===== src/rtl/lrs_pkg.sv =====
package lrs_pkg;

    localparam int NPORT = 3;
    localparam int EQ_W  = 1;
    localparam int PE_W  = 2;
    localparam int EQ_BITS = NPORT * EQ_W;
    localparam int PE_BITS = NPORT * PE_W;

    typedef struct packed {
        logic bicast;
        logic lb_a;
        logic lb_b;
        logic lb_c;
        logic rev;
    } lrs_mode_t;

endpackage


===== src/rtl/lrs_cfg_reg.sv =====
module lrs_cfg_reg
    import lrs_pkg::*;
#(
    parameter int LANES = 4
) (
    input  logic                 clk,
    input  logic                 rst_n,
    input  logic [LANES-1:0]     sel_i,
    input  lrs_mode_t            mode_i,
    input  logic [EQ_BITS-1:0]   eq_i,
    input  logic [PE_BITS-1:0]   pe_i,
    output logic [LANES-1:0]     sel_q_o,
    output lrs_mode_t            mode_q_o,
    output logic [EQ_BITS-1:0]   eq_q_o,
    output logic [PE_BITS-1:0]   pe_q_o
);

    typedef struct packed {
        logic [LANES-1:0]   sel;
        lrs_mode_t          mode;
        logic [EQ_BITS-1:0] eq;
        logic [PE_BITS-1:0] pe;
    } cfg_t;

    cfg_t cfg_d, cfg_q;

    always_comb begin
        cfg_d      = cfg_q;
        cfg_d.sel  = sel_i;
        cfg_d.mode = mode_i;
        cfg_d.eq   = eq_i;
        cfg_d.pe   = pe_i;
    end

    always_ff @(posedge clk or negedge rst_n) begin
        if (!rst_n) begin
            cfg_q <= '0;
        end else begin
            cfg_q <= cfg_d;
        end
    end

    assign sel_q_o  = cfg_q.sel;
    assign mode_q_o = cfg_q.mode;
    assign eq_q_o   = cfg_q.eq;
    assign pe_q_o   = cfg_q.pe;

endmodule


===== src/rtl/lrs_lane_xbar.sv =====
module lrs_lane_xbar #(
    parameter int DW = 8
) (
    input  logic [DW-1:0] a_rx_i,
    input  logic [DW-1:0] b_rx_i,
    input  logic [DW-1:0] c_rx_i,
    input  logic          sel_i,
    input  logic          bicast_i,
    input  logic          lb_a_i,
    input  logic          lb_b_i,
    input  logic          lb_c_i,
    output logic [DW-1:0] a_tx_o,
    output logic [DW-1:0] b_tx_o,
    output logic [DW-1:0] c_tx_o,
    output logic          a_idle_o,
    output logic          b_idle_o
);

    logic a_gets_c;
    logic b_gets_c;

    always_comb begin
        a_gets_c = bicast_i | ~sel_i;
        b_gets_c = bicast_i |  sel_i;

        if (lb_c_i) begin
            c_tx_o = c_rx_i;
        end else if (sel_i) begin
            c_tx_o = b_rx_i;
        end else begin
            c_tx_o = a_rx_i;
        end

        if (lb_a_i) begin
            a_tx_o   = a_rx_i;
            a_idle_o = 1'b0;
        end else if (a_gets_c) begin
            a_tx_o   = c_rx_i;
            a_idle_o = 1'b0;
        end else begin
            a_tx_o   = '0;
            a_idle_o = 1'b1;
        end

        if (lb_b_i) begin
            b_tx_o   = b_rx_i;
            b_idle_o = 1'b0;
        end else if (b_gets_c) begin
            b_tx_o   = c_rx_i;
            b_idle_o = 1'b0;
        end else begin
            b_tx_o   = '0;
            b_idle_o = 1'b1;
        end
    end

endmodule


===== src/rtl/lrs_c_pins.sv =====
module lrs_c_pins #(
    parameter int W = 32
) (
    input  logic         rev_i,
    input  logic [W-1:0] grp0_i,
    input  logic [W-1:0] grp1_i,
    input  logic [W-1:0] c_tx_i,
    output logic [W-1:0] c_rx_o,
    output logic [W-1:0] grp0_o,
    output logic [W-1:0] grp1_o,
    output logic         grp0_oe_o,
    output logic         grp1_oe_o
);

    always_comb begin
        if (rev_i) begin
            c_rx_o    = grp1_i;
            grp0_o    = c_tx_i;
            grp1_o    = '0;
            grp0_oe_o = 1'b1;
            grp1_oe_o = 1'b0;
        end else begin
            c_rx_o    = grp0_i;
            grp0_o    = '0;
            grp1_o    = c_tx_i;
            grp0_oe_o = 1'b0;
            grp1_oe_o = 1'b1;
        end
    end

endmodule


===== src/rtl/lane_redund_switch.sv =====
module lane_redund_switch
    import lrs_pkg::*;
#(
    parameter int LANES = 4,
    parameter int DW    = 8
) (
    input  logic                     clk,
    input  logic                     rst_n,
    input  logic [LANES*DW-1:0]      a_rx_i,
    input  logic [LANES*DW-1:0]      b_rx_i,
    input  logic [LANES*DW-1:0]      c_grp0_i,
    input  logic [LANES*DW-1:0]      c_grp1_i,
    input  logic [LANES-1:0]         sel_i,
    input  logic                     bicast_i,
    input  logic                     lpbk_a_i,
    input  logic                     lpbk_b_i,
    input  logic                     lpbk_c_i,
    input  logic                     c_rev_i,
    input  logic [2:0]               eq_i,
    input  logic [5:0]               pe_i,
    output logic [LANES*DW-1:0]      a_tx_o,
    output logic [LANES*DW-1:0]      b_tx_o,
    output logic [LANES*DW-1:0]      c_grp0_o,
    output logic [LANES*DW-1:0]      c_grp1_o,
    output logic [LANES-1:0]         a_idle_o,
    output logic [LANES-1:0]         b_idle_o,
    output logic                     c_grp0_oe_o,
    output logic                     c_grp1_oe_o,
    output logic [2:0]               eq_o,
    output logic [5:0]               pe_o
);

    localparam int W = LANES * DW;

    typedef struct packed {
        logic [W-1:0]     a;
        logic [W-1:0]     b;
        logic [W-1:0]     g0;
        logic [W-1:0]     g1;
        logic [LANES-1:0] a_idle;
        logic [LANES-1:0] b_idle;
        logic             oe0;
        logic             oe1;
    } out_t;

    lrs_mode_t            mode_in;
    lrs_mode_t            mode_q;
    logic [LANES-1:0]     sel_q;
    logic [EQ_BITS-1:0]   eq_q;
    logic [PE_BITS-1:0]   pe_q;

    logic [W-1:0]         c_rx_w;
    logic [W-1:0]         c_tx_w;
    logic [W-1:0]         a_tx_w;
    logic [W-1:0]         b_tx_w;
    logic [W-1:0]         g0_w;
    logic [W-1:0]         g1_w;
    logic [LANES-1:0]     a_idle_w;
    logic [LANES-1:0]     b_idle_w;
    logic                 oe0_w;
    logic                 oe1_w;

    out_t out_d, out_q;

    always_comb begin
        mode_in.bicast = bicast_i;
        mode_in.lb_a   = lpbk_a_i;
        mode_in.lb_b   = lpbk_b_i;
        mode_in.lb_c   = lpbk_c_i;
        mode_in.rev    = c_rev_i;
    end

    lrs_cfg_reg #(
        .LANES (LANES)
    ) cfg_i (
        .clk      (clk),
        .rst_n    (rst_n),
        .sel_i    (sel_i),
        .mode_i   (mode_in),
        .eq_i     (eq_i),
        .pe_i     (pe_i),
        .sel_q_o  (sel_q),
        .mode_q_o (mode_q),
        .eq_q_o   (eq_q),
        .pe_q_o   (pe_q)
    );

    lrs_c_pins #(
        .W (W)
    ) cpins_i (
        .rev_i     (mode_q.rev),
        .grp0_i    (c_grp0_i),
        .grp1_i    (c_grp1_i),
        .c_tx_i    (c_tx_w),
        .c_rx_o    (c_rx_w),
        .grp0_o    (g0_w),
        .grp1_o    (g1_w),
        .grp0_oe_o (oe0_w),
        .grp1_oe_o (oe1_w)
    );

    for (genvar ln = 0; ln < LANES; ln++) begin : g_lane
        lrs_lane_xbar #(
            .DW (DW)
        ) xbar_i (
            .a_rx_i   (a_rx_i[ln*DW +: DW]),
            .b_rx_i   (b_rx_i[ln*DW +: DW]),
            .c_rx_i   (c_rx_w[ln*DW +: DW]),
            .sel_i    (sel_q[ln]),
            .bicast_i (mode_q.bicast),
            .lb_a_i   (mode_q.lb_a),
            .lb_b_i   (mode_q.lb_b),
            .lb_c_i   (mode_q.lb_c),
            .a_tx_o   (a_tx_w[ln*DW +: DW]),
            .b_tx_o   (b_tx_w[ln*DW +: DW]),
            .c_tx_o   (c_tx_w[ln*DW +: DW]),
            .a_idle_o (a_idle_w[ln]),
            .b_idle_o (b_idle_w[ln])
        );
    end

    always_comb begin
        out_d        = out_q;
        out_d.a      = a_tx_w;
        out_d.b      = b_tx_w;
        out_d.g0     = g0_w;
        out_d.g1     = g1_w;
        out_d.a_idle = a_idle_w;
        out_d.b_idle = b_idle_w;
        out_d.oe0    = oe0_w;
        out_d.oe1    = oe1_w;
    end

    always_ff @(posedge clk or negedge rst_n) begin
        if (!rst_n) begin
            out_q <= '0;
        end else begin
            out_q <= out_d;
        end
    end

    assign a_tx_o      = out_q.a;
    assign b_tx_o      = out_q.b;
    assign c_grp0_o    = out_q.g0;
    assign c_grp1_o    = out_q.g1;
    assign a_idle_o    = out_q.a_idle;
    assign b_idle_o    = out_q.b_idle;
    assign c_grp0_oe_o = out_q.oe0;
    assign c_grp1_oe_o = out_q.oe1;
    assign eq_o        = eq_q;
    assign pe_o        = pe_q;

endmodule


===== config.mk =====
export PLATFORM = sky130hd
export DESIGN_NAME = lane_redund_switch
export DESIGN_NICKNAME = d
export VERILOG_FILES = /design/src/rtl/lrs_pkg.sv /design/src/rtl/lrs_cfg_reg.sv /design/src/rtl/lrs_lane_xbar.sv /design/src/rtl/lrs_c_pins.sv /design/src/rtl/lane_redund_switch.sv
export SDC_FILE = /design/constraint.sdc
export NUM_CORES = 1
export LEC_CHECK = 0
export CORE_UTILIZATION = 45
export DETAILED_ROUTE_END_ITERATION = 7
export DONT_BUFFER_PORTS = 1
export SYNTH_ARGS = -nofsm -noshare
export SYNTH_HDL_FRONTEND = slang
export SYNTH_SLANG_ARGS = --single-unit

===== constraint.sdc =====
create_clock -name clk -period 1.2 [get_ports clk]
set_clock_uncertainty 0.05 [all_clocks]
set_input_delay 0.12 -clock clk [delete_from_list [all_inputs] [get_ports clk]]
set_output_delay 0.12 -clock clk [all_outputs]
set_load 0.02 [all_outputs]

==> results of run 1 <==
-- state kept, by name, summed over array words and instances, names as in the netlist, 4 cells and up --
signal and flops:
c_grp0_o 32, cfg_i.sel_q_o 4, b_tx_o 32, a_idle_o 4
c_grp1_o 32, cfg_i.pe_q_o 6, b_idle_o 4, a_tx_o 32
cfg_i.mode_q_o 5
-- what timing repair did --
action | CTS | global route
resized for setup | 29 | 98
pin swaps | 14 | 27
hold endpoints to repair | 302 | 156
buffers inserted | 2 | 6
cloned | 0 | 4
endpoints found under the setup margin | 94 | 114
-- power groups by stage --
| stage | registers [mW] | logic, mW | clock network [mW] |
|---|---|---|---|
| global route | 6.40 | 1.96 | 5.91 |
| floorplan | 6.34 | 0.702 | 0 |
| CTS | 6.36 | 1.53 | 5.63 |
| global placement | 6.45 | 0.983 | 0 |
| finish | 6.37 | 1.85 | 5.57 |
| detailed placement | 6.45 | 1.02 | 0 |
-- worst max-delay path, stage by stage (launching register included) --
cell	delay, ns
dfrtp_4	0.48
buf_12	0.22
mux2i_2	0.31
o21ai_1	0.13
-- layout by cell type, fill, tap and decap left out, types with 3 or more instances in the layout --
cell,netlist,routed
buf_12,0,15
nor2b_1,68,58
and2_1,4,4
dfrtp_2,0,6
clkinv_4,0,3
nor3_1,4,4
o21ai_1,32,26
mux2i_2,0,27
o21ai_2,0,6
buf_8,1,3
dfrtp_1,156,149
nand2_1,64,64
buf_4,6,23
nor2b_4,0,7
a211oi_1,64,28
nor2b_2,0,3
bufinv_16,0,3
o31ai_1,32,24
o31ai_2,0,8
dlygate4sd3_1,0,146
mux2i_1,64,32
a211oi_2,0,35
clkinv_2,0,3
buf_6,2,12
mux2i_4,0,5
clkbuf_16,0,19
-- area by class of cell --
cell class	instances	area share
antenna	1	0.0002581
inverter	2	0.001032
timing repair buffer	201	0.2233
multi-input combinational	337	0.2848
tap	180	0.02323
clock buffer	19	0.04672
clock inverter	13	0.01691
sequential	156	0.4038
-- per-layer routing --
layer,up-vias,wire [um]
li1,2266,-
met1,2665,8055
met2,345,10930
met3,57,1980
met4,0,637
met5,-,0
-- cell families (layout without fill, tap and decap cells) --
family,Yosys count,in the layout,share of synthesized area
other cells,0,1,0
simple gates,141,141,0.1116
flops,156,156,0.6097
mux,64,64,0.1001
buf+inv,45,235,0.03459
compound gates,132,132,0.1440
-- stage by stage --
stage               setup TNS (ns)  utilization  instances
detailed placement          -3.612       0.4985        718
global placement            -1.808       0.4985        718
floorplan                        0            -        538
global route                -9.459       0.6983        908
finish                      -5.032       0.6985        909
CTS                         -2.720       0.6568        898
-- path summary, 6_finish.rpt --
check	start	to	slack, ns	depth (start not counted)
max in group asynchronous	rst_n	cfg_i.mode_q_o[3]$_DFF_PN0_	1.42	0
setup reg to reg	cfg_i.mode_q_o[0]$_DFF_PN0_	b_tx_o[5]$_DFF_PN0_	-0.14	3
setup / recovery	cfg_i.mode_q_o[0]$_DFF_PN0_	b_tx_o[5]$_DFF_PN0_	-0.14	3
hold reg to reg	cfg_i.sel_q_o[1]$_DFF_PN0_	b_idle_o[1]$_DFF_PN0_	0.57	2
hold / removal	rst_n	a_tx_o[26]$_DFF_PN0_	-0.65	0
min in group clk	lpbk_c_i	cfg_i.mode_q_o[1]$_DFF_PN0_	0.21	1
==> flow_summary.toml, run 1 <==
[sta]
worst_slack_ns = -0.1367
maxSlewHeadroom = 0.7107
hold_viol = 156
worstMarginPinSlew_ns = 0.4320
timing.final.crit_share = 1.114
max_freq_mhz = 748.1
min_period_ns = 1.337
holdWs_ns = -0.6501
rsz0062_at_grt = "true"
setup_viol = 92
slew_violations = 0

[die]
fp-row-count = 43
die_h_um = 121.3
initial_utilization = 0.4612
fp.coreArea_sq_um = 13880
ios = 295
die-area_sq_um = 14710
fp.dieW_um = 121.3

[grt]
grt_use_met1 = 0.3055
grt_pass1_wl_mm = 29.99
track_usage = 0.2729
grt-busiest-layer = "met2"
met2_usage = 0.4631
overflow = 0
grt_max_degree = 157
first_global_vias = 5548
antenna_found_initial = 0
use_met3 = 0.08365

[synthesis]
ys_warn_count = 0
synth_common_cells = "dfrtp_1, nor2b_1, a211oi_1, mux2i_1, nand2_1"
synth.distinct_cells = 19
syn_avg_cell_area_sq_um = 11.90
synth_edf_count = 0
synth_seq_cells = 156
ys.flop_type = "dfrtp_1"
synth_fp_nets = 686
synth_top_area_cell = "dfrtp_1"
synth_area_sq_um = 6402
synth_most_common_cell = "dfrtp_1"
postSynth.asyncResetShare = 1.000
synthesis.instances = 538
synthTopCellsByArea = "dfrtp_1, mux2i_1, a211oi_1, nor2b_1, nand2_1"
yosysSeqAreaShare = 0.6097
synth_top_area_frac = 0.6097

[place]
port_buffers = 0
placed_area_sq_um = 6919
post-place-ws_ns = -0.1761
place_hpwl_mm = 12.61
globalplace.congestion = 0.8468

[cts]
htreeDepth = 4
cts-root-buf = "clkbuf_16"
cts_sinks = 156
cts_hold_buf = 146
cts_made_buffers = 17
clkTransAtPathRegs_ns = 0.06
cts_max_path_buffers = 2
cts_tree = "yes"
clkLatencyLatePin_ns = 0.42

[power_and_ir_drop]
finalPower_mw = 13.79
power.internal_mw = 10.01
pwr-share-comb = 0.134
seqPwrFrac = 0.462
p_leak_nw = 4.155
net-switching-power_mw = 3.778
clockPowerShare = 0.404
peakVddDrop_mv = 0.8663
power_switching_share = 0.2740
cellPowerDensity_nw_per_um2 = 1422

[final_layout]
final_cell_area_sq_um = 9696
multi_input_area_sq_um = 2761
fin_nets = 863
drive_gt1_frac = 0.2637
regArea_sq_um = 3915
area_growth_pct = 51.44
fillCellCount = 909

[setup_path]
end_kind = "flip-flop"
crit_type = "flip-flop to flip-flop"
cp_data_required_time_ns = 1.43
worstPathArrival_ns = 1.57
worstPathMaxFanout = 24
startpoint_type = "flip-flop"

[detailed_routing]
wl_per_cell_um = 23.76
drc = 0
drt-pass1-iter-count = 5
vias = 5333
vias_per_cell = 5.867
dr.first_iter.drc_count = 394
ant_nets = 0
routed_wl_mm = 21.60

[min_path]
hold_class = "primary input to async pin"

[outcome]
violations = "negative hold slack, negative setup slack"
status = "complete, but fails checks"

[flow_run]
maxCapViolCount = 0
(Power assumes the default switching activity.)
==> run 2, diff against run 1 <==
--- a/config.mk
+++ b/config.mk
@@ -8,6 +8,8 @@
 export CORE_UTILIZATION = 45
 export DETAILED_ROUTE_END_ITERATION = 7
 export DONT_BUFFER_PORTS = 1
+export PLACE_DENSITY = 0.61
+export REMOVE_ABC_BUFFERS = 1
 export SYNTH_ARGS = -nofsm -noshare
 export SYNTH_HDL_FRONTEND = slang
 export SYNTH_SLANG_ARGS = --single-unit
==> flow_summary.toml, run 2 (synthesis gave the netlist of run 1 again) <==
[setup_path]
critPathTopFamily = "flip-flops"
crit_buf_inv = 1
timing.rr.end = "a_tx_o[3]$_DFF_PN0_"
crit_cells = 3
worstPathMaxFanout = 16
crit_path_top_delay_cell = "dfrtp_4"
end_kind = "flip-flop"
crit_path_end = "a_tx_o[3]$_DFF_PN0_"
worstPathCellList = "buf_12 -> mux2i_2 -> o31ai_1"
crit_start = "cfg_i.mode_q_o[0]$_DFF_PN0_"
startpoint_type = "flip-flop"
rr_worst_depth = 3
worstPathArrival_ns = 1.60
crit_type = "flip-flop to flip-flop"
rrSetupSlack_ns = -0.13
r2r-start = "cfg_i.mode_q_o[0]$_DFF_PN0_"
cp_data_required_time_ns = 1.48
slowest_delay_ns = 0.54

[power_and_ir_drop]
peakVddDrop_mv = 0.9694
p_leak_nw = 4.023
cellPowerDensity_nw_per_um2 = 1458

[final_layout]
antenna_cells = 0
fillCellCount = 936
drive_gt1_frac = 0.2392
final_cells = 899
fin_nets = 854
layout_commonest_cell = "dfrtp_1"
layout_common_cells = "dfrtp_1, dlygate4sd3_1, nor2b_1, nand2_1, mux2i_2"
area_growth_pct = 47.88

[detailed_routing]
ant_nets = 0
dr.first_iter.drc_count = 321
drt-pass1-iter-count = 5
drc = 0
vias = 5209
wl_per_cell_um = 23.64
routed_wl_mm = 21.26
vias_per_cell = 5.794

[grt]
first_global_vias = 5592
antenna_found_initial = 0
track_usage = 0.2794
overflow = 0
grt_pass1_wl_mm = 30.59
grt_max_degree = 157

[sta]
holdWs_ns = -0.6617
slew_violations = 0
rsz0062_at_grt = "true"
max_freq_mhz = 754.3
hold_viol = 159
setup_viol = 68
worstMarginPinSlew_ns = 0.2987
maxSlewHeadroom = 0.7952
min_period_ns = 1.326
timing.final.crit_share = 1.105
worst_slack_ns = -0.1257

[cts]
cts_max_path_buffers = 2
cts_sinks = 156
clkLatencyLatePin_ns = 0.43
cts_hold_buf = 145
clkTransAtPathRegs_ns = 0.06
cts_made_buffers = 17
htreeDepth = 4
cts-root-buf = "clkbuf_16"
cts_tree = "yes"

[die]
die_h_um = 121.3
ios = 295
fp.dieW_um = 121.3
fp-row-count = 43
fp.coreArea_sq_um = 13880
die-area_sq_um = 14710
initial_utilization = 0.4612

[outcome]
status = "complete, but fails checks"
violations = "negative hold slack, negative setup slack"

[place]
port_buffers = 0
dp.cells = 713
place_hpwl_mm = 12.62
globalplace.congestion = 0.8095
post-place-ws_ns = -0.09613

[flow_run]
maxCapViolCount = 0

[min_path]
hold_class = "primary input to async pin"
run 2: cell count changes in the layout (fill, tap and decap cells not counted), sizes merged:
cell / previous run / this run
clkbuf: 21 / 20
dlygate4sd3: 146 / 145
inv: 4 / 5
diode: 1 / 0
buf: 53 / 47
clkinv: 6 / 4
run 2: cell type report:
| class | instances | area (sq um) | area share |
|---|---|---|---|
| Tap cell | 180 | 225.2 | 0.02379 |
| Clock buffer | 20 | 466.7 | 0.04929 |
| Clock inverter | 12 | 158.9 | 0.01678 |
| Inverter | 2 | 7.507 | 0.0007929 |
| Sequential cell | 156 | 3915 | 0.4135 |
| Timing Repair Buffer | 192 | 2003 | 0.2116 |
| Multi-Input combinational cell | 337 | 2691 | 0.2843 |
run 2: how the worst min path moves through the flow:
stage          startpoint                      to  slack (ns)  depth (start not counted)
6_report            rst_n  c_grp1_o[25]$_DFF_PN0_       -0.66                          0
5_1_grt             rst_n     a_tx_o[7]$_DFF_PN0_       -0.68                          0
4_1_cts             rst_n    b_tx_o[28]$_DFF_PN0_       -0.68                          0
3_5_place_dp        rst_n  c_grp0_o[25]$_DFF_PN0_       -0.22                          0
3_3_place_gp        rst_n  c_grp0_o[25]$_DFF_PN0_       -0.22                          0
2_1_floorplan       rst_n   a_idle_o[0]$_DFF_PN0_       -0.23                          0
run 2: timing repair:
| item | CTS | global route |
|---|---|---|
| hold endpoints to repair | 302 | 159 |
| pin swaps | 11 | 21 |
| setup endpoints to repair | 64 | 116 |
| resized for setup | 21 | 73 |
| buffers inserted | 5 | 4 |
run 2: worst register-to-register path: stages, from the launching register on:
cell and delay [ns]:
dfrtp_4 0.54, buf_12 0.19, mux2i_2 0.19, o31ai_1 0.27
run 2: stage by stage:
stage	hold slack [ns]	cell area, sq um	TNS (ns)	util	total power, mW
global placement	-0.2229	6894	-0.2867	0.4967	7.430
CTS	-0.6785	9090	-2.126	0.6549	13.62
finish	-0.6617	9468	-2.764	0.6821	13.81
detailed placement	-0.2233	6894	-1.926	0.4967	7.475
floorplan	-0.2256	6188	-155.88	-	6.994
global route	-0.6812	9468	-6.593	0.6821	14.27
run 2: where the power goes:
part	total (mW)	internal (mW)	switching [mW]
Combinational	1.77	0.910	0.860
Clock	5.68	3.46	2.22
Sequential	6.36	5.65	0.707
Total	13.8	10.0	3.79
run 2: per-layer routing:
layer	track usage	part of all wire	vias to the layer above
li1	-	-	2238
met1	0.3139	0.37	2604
met2	0.4759	0.52	310
met3	0.09258	0.084	57
met4	0.1319	0.025	0
met5	0	0	-
==> run 3, diff against run 2 <==
--- a/config.mk
+++ b/config.mk
@@ -12,4 +12,5 @@
 export REMOVE_ABC_BUFFERS = 1
 export SYNTH_ARGS = -nofsm -noshare
 export SYNTH_HDL_FRONTEND = slang
+export SYNTH_HIERARCHICAL = 1
 export SYNTH_SLANG_ARGS = --single-unit
==> flow_summary.toml, run 3 <==
[setup_path]
startpoint_type = "flip-flop"
cp_data_required_time_ns = 1.46
crit_path_end = "c_grp0_o[27]$_DFF_PN0_"
slowest_delay_ns = 0.52
crit_path_top_delay_cell = "dfrtp_4"
r2r-start = "cfg_i/mode_q_o[0]$_DFF_PN0_"
worstPathCellList = "buf_8 -> clkbuf_16 -> mux2_4 -> nand2_1 -> o21ai_1 -> and2_1"
crit_type = "flip-flop to flip-flop"
rr_worst_depth = 6
worstPathArrival_ns = 1.90
crit_start = "cfg_i/mode_q_o[0]$_DFF_PN0_"
end_kind = "flip-flop"
worstPathMaxFanout = 4
rrSetupSlack_ns = -0.44
timing.rr.end = "c_grp0_o[27]$_DFF_PN0_"

[final_layout]
layout_common_cells = "dfrtp_1, dlygate4sd3_1, nand2_1, o21ai_1, o21ai_2"
area_growth_pct = 47.13
layout_commonest_cell = "dfrtp_1"
fillCellCount = 1009
fin_nets = 912
final_cell_area_sq_um = 9906
drive_gt1_frac = 0.3218

[sta]
worstMarginPinSlew_ns = 0.4196
holdWs_ns = -0.6696
slew_violations = 0
max_freq_mhz = 610.0
timing.final.crit_share = 1.366
maxSlewHeadroom = 0.7203
setup_viol = 129
min_period_ns = 1.639
rsz0062_at_grt = "true"
hold_viol = 162
worst_slack_ns = -0.4394

[synthesis]
synthesis.instances = 589
synth_top_area_frac = 0.5798
ys.flop_type = "dfrtp_1"
synth_area_sq_um = 6733
synth_top_area_cell = "dfrtp_1"
ys_warn_count = 6
synthTopCellsByArea = "dfrtp_1, o21ai_0, mux2_4, nand2_1, mux2i_1"
synth.distinct_cells = 17
synth_seq_cells = 156
yosysSeqAreaShare = 0.5798
synth_common_cells = "dfrtp_1, o21ai_0, nand2_1"
postSynth.asyncResetShare = 1.000
syn_avg_cell_area_sq_um = 11.43
synth_most_common_cell = "dfrtp_1"
synth_edf_count = 0

[cts]
cts_made_buffers = 17
clkLatencyLatePin_ns = 0.43
cts-root-buf = "clkbuf_16"
cts_tree = "yes"
htreeDepth = 4
cts_sinks = 156
cts_max_path_buffers = 2
clkTransAtPathRegs_ns = 0.07

[detailed_routing]
top_layer = "met4"
drc = 0
m1WireLength_mm = 7.876
met2_length_mm = 10.82
dr.first_iter.drc_count = 308
vias = 5215
wl_met3_mm = 1.289
routed_wl_mm = 20.67
ant_nets = 0
drt-pass1-iter-count = 5
vias_per_cell = 5.421
wl_per_cell_um = 21.49

[power_and_ir_drop]
cellPowerDensity_nw_per_um2 = 1429
finalPower_mw = 14.16
power_switching_share = 0.2731
power.internal_mw = 10.29
net-switching-power_mw = 3.866
p_leak_nw = 4.582
clockPowerShare = 0.408
seqPwrFrac = 0.448
pwr-share-comb = 0.143
peakVddDrop_mv = 1.014

[min_path]
hold_class = "primary input to async pin"

[die]
fp-row-count = 44
die-area_sq_um = 15450
initial_utilization = 0.4615
ios = 295
die_h_um = 124.3
fp.coreArea_sq_um = 14590
fp.dieW_um = 124.3

[flow_run]
maxCapViolCount = 0

[place]
port_buffers = 0
place_hpwl_mm = 11.22
placed_area_sq_um = 7079
globalplace.congestion = 0.7960

[grt]
first_global_vias = 5306
antenna_found_initial = 1
grt_pass1_wl_mm = 29.71
track_usage = 0.2528
grt_max_degree = 157
overflow = 0

[outcome]
violations = "negative hold slack, negative setup slack"
status = "complete, but fails checks"
run 3: changes by cell type after synthesis, sizes merged, moves of 17 or more:
| cell | before | now |
|---|---|---|
| o21ai | 32 | 128 |
| a211oi | 64 | 0 |
| mux2 | 0 | 32 |
| mux2i | 64 | 32 |
| nand2 | 64 | 96 |
| nand2b | 0 | 32 |
| nor2b | 68 | 36 |
| o31ai | 32 | 0 |
| and2 | 4 | 32 |
| clkbuf | 24 | 0 |
| buf | 19 | 36 |
run 3: what timing repair did:
| action | in CTS | in global routing |
|---|---|---|
| setup endpoints to repair | 128 | 131 |
| buffers inserted | 3 | 25 |
| hold buffers | 120 | 4 |
| cloned | 1 | 4 |
| hold endpoints to repair | 278 | 159 |
| pin swaps | 0 | 40 |
| resized for setup | 113 | 146 |
run 3: kinds of logic after synthesis:
| family | synth area share |
|---|---|
| AND/OR/NAND/NOR | 0.1583 |
| flip-flops | 0.5798 |
| AO/OA/AOI/OAI | 0.09515 |
| multiplexers | 0.1189 |
| buffers and inverters | 0.04776 |
run 3: through the flow:
step / utilization / instances / setup WS, ns / TNS, ns
final: 0.6790 / 962 / -0.4394 / -40.54
after CTS: 0.6238 / 928 / -0.3580 / -32.57
after global placement: 0.4852 / 772 / -0.3325 / -31.34
after detailed placement: 0.4852 / 772 / -0.3773 / -34.41
after global routing: 0.6790 / 962 / -0.4690 / -46.10
after floorplan: - / 553 / -1.873 / -228.31
run 3: worst min-delay path by stage:
stage,end,slack [ns],start
2_1_floorplan,a_idle_o[0]$_DFF_PN0_,-0.23,rst_n
3_3_place_gp,cfg_i/pe_q_o[5]$_DFF_PN0_,-0.22,rst_n
3_5_place_dp,cfg_i/pe_q_o[5]$_DFF_PN0_,-0.22,rst_n
4_1_cts,a_tx_o[19]$_DFF_PN0_,-0.69,rst_n
5_1_grt,cfg_i/pe_q_o[4]$_DFF_PN0_,-0.69,rst_n
6_report,cfg_i/pe_q_o[5]$_DFF_PN0_,-0.67,rst_n
run 3: worst max-delay path: cells and delay by family, from the launching register on:
| kind | cells | cell delay [ns] |
|---|---|---|
| flops | 1 | 0.52 |
| compound gates | 1 | 0.09 |
| simple gates | 2 | 0.24 |
| mux | 1 | 0.32 |
| buf+inv | 2 | 0.31 |
run 3: cell type report:
class / instances / area, sq um / area share
Multi-Input combinational cell: 396 / 2969 / 0.2997
Clock inverter: 15 / 210.2 / 0.02122
Clock buffer: 17 / 425.4 / 0.04295
Inverter: 1 / 3.754 / 0.0003789
Timing Repair Buffer: 192 / 2152 / 0.2173
Sequential cell: 156 / 3913 / 0.3950
Antenna cell: 1 / 2.502 / 0.0002526
Tap cell: 184 / 230.2 / 0.02324
run 3: per-layer routing:
layer,track usage,vias to the layer above
li1,-,2323
met1,0.2929,2556
met2,0.4274,288
met3,0.07045,48
met4,0.1283,0
met5,0,-
run 3: power by group through the flow:
stage	clock network (mW)	logic (mW)	registers [mW]
floorplan	0	0.631	6.46
finish	5.78	2.03	6.35
CTS	5.86	1.59	6.35
detailed placement	0	1.11	6.44
global placement	0	1.07	6.44
global route	6.07	2.17	6.37
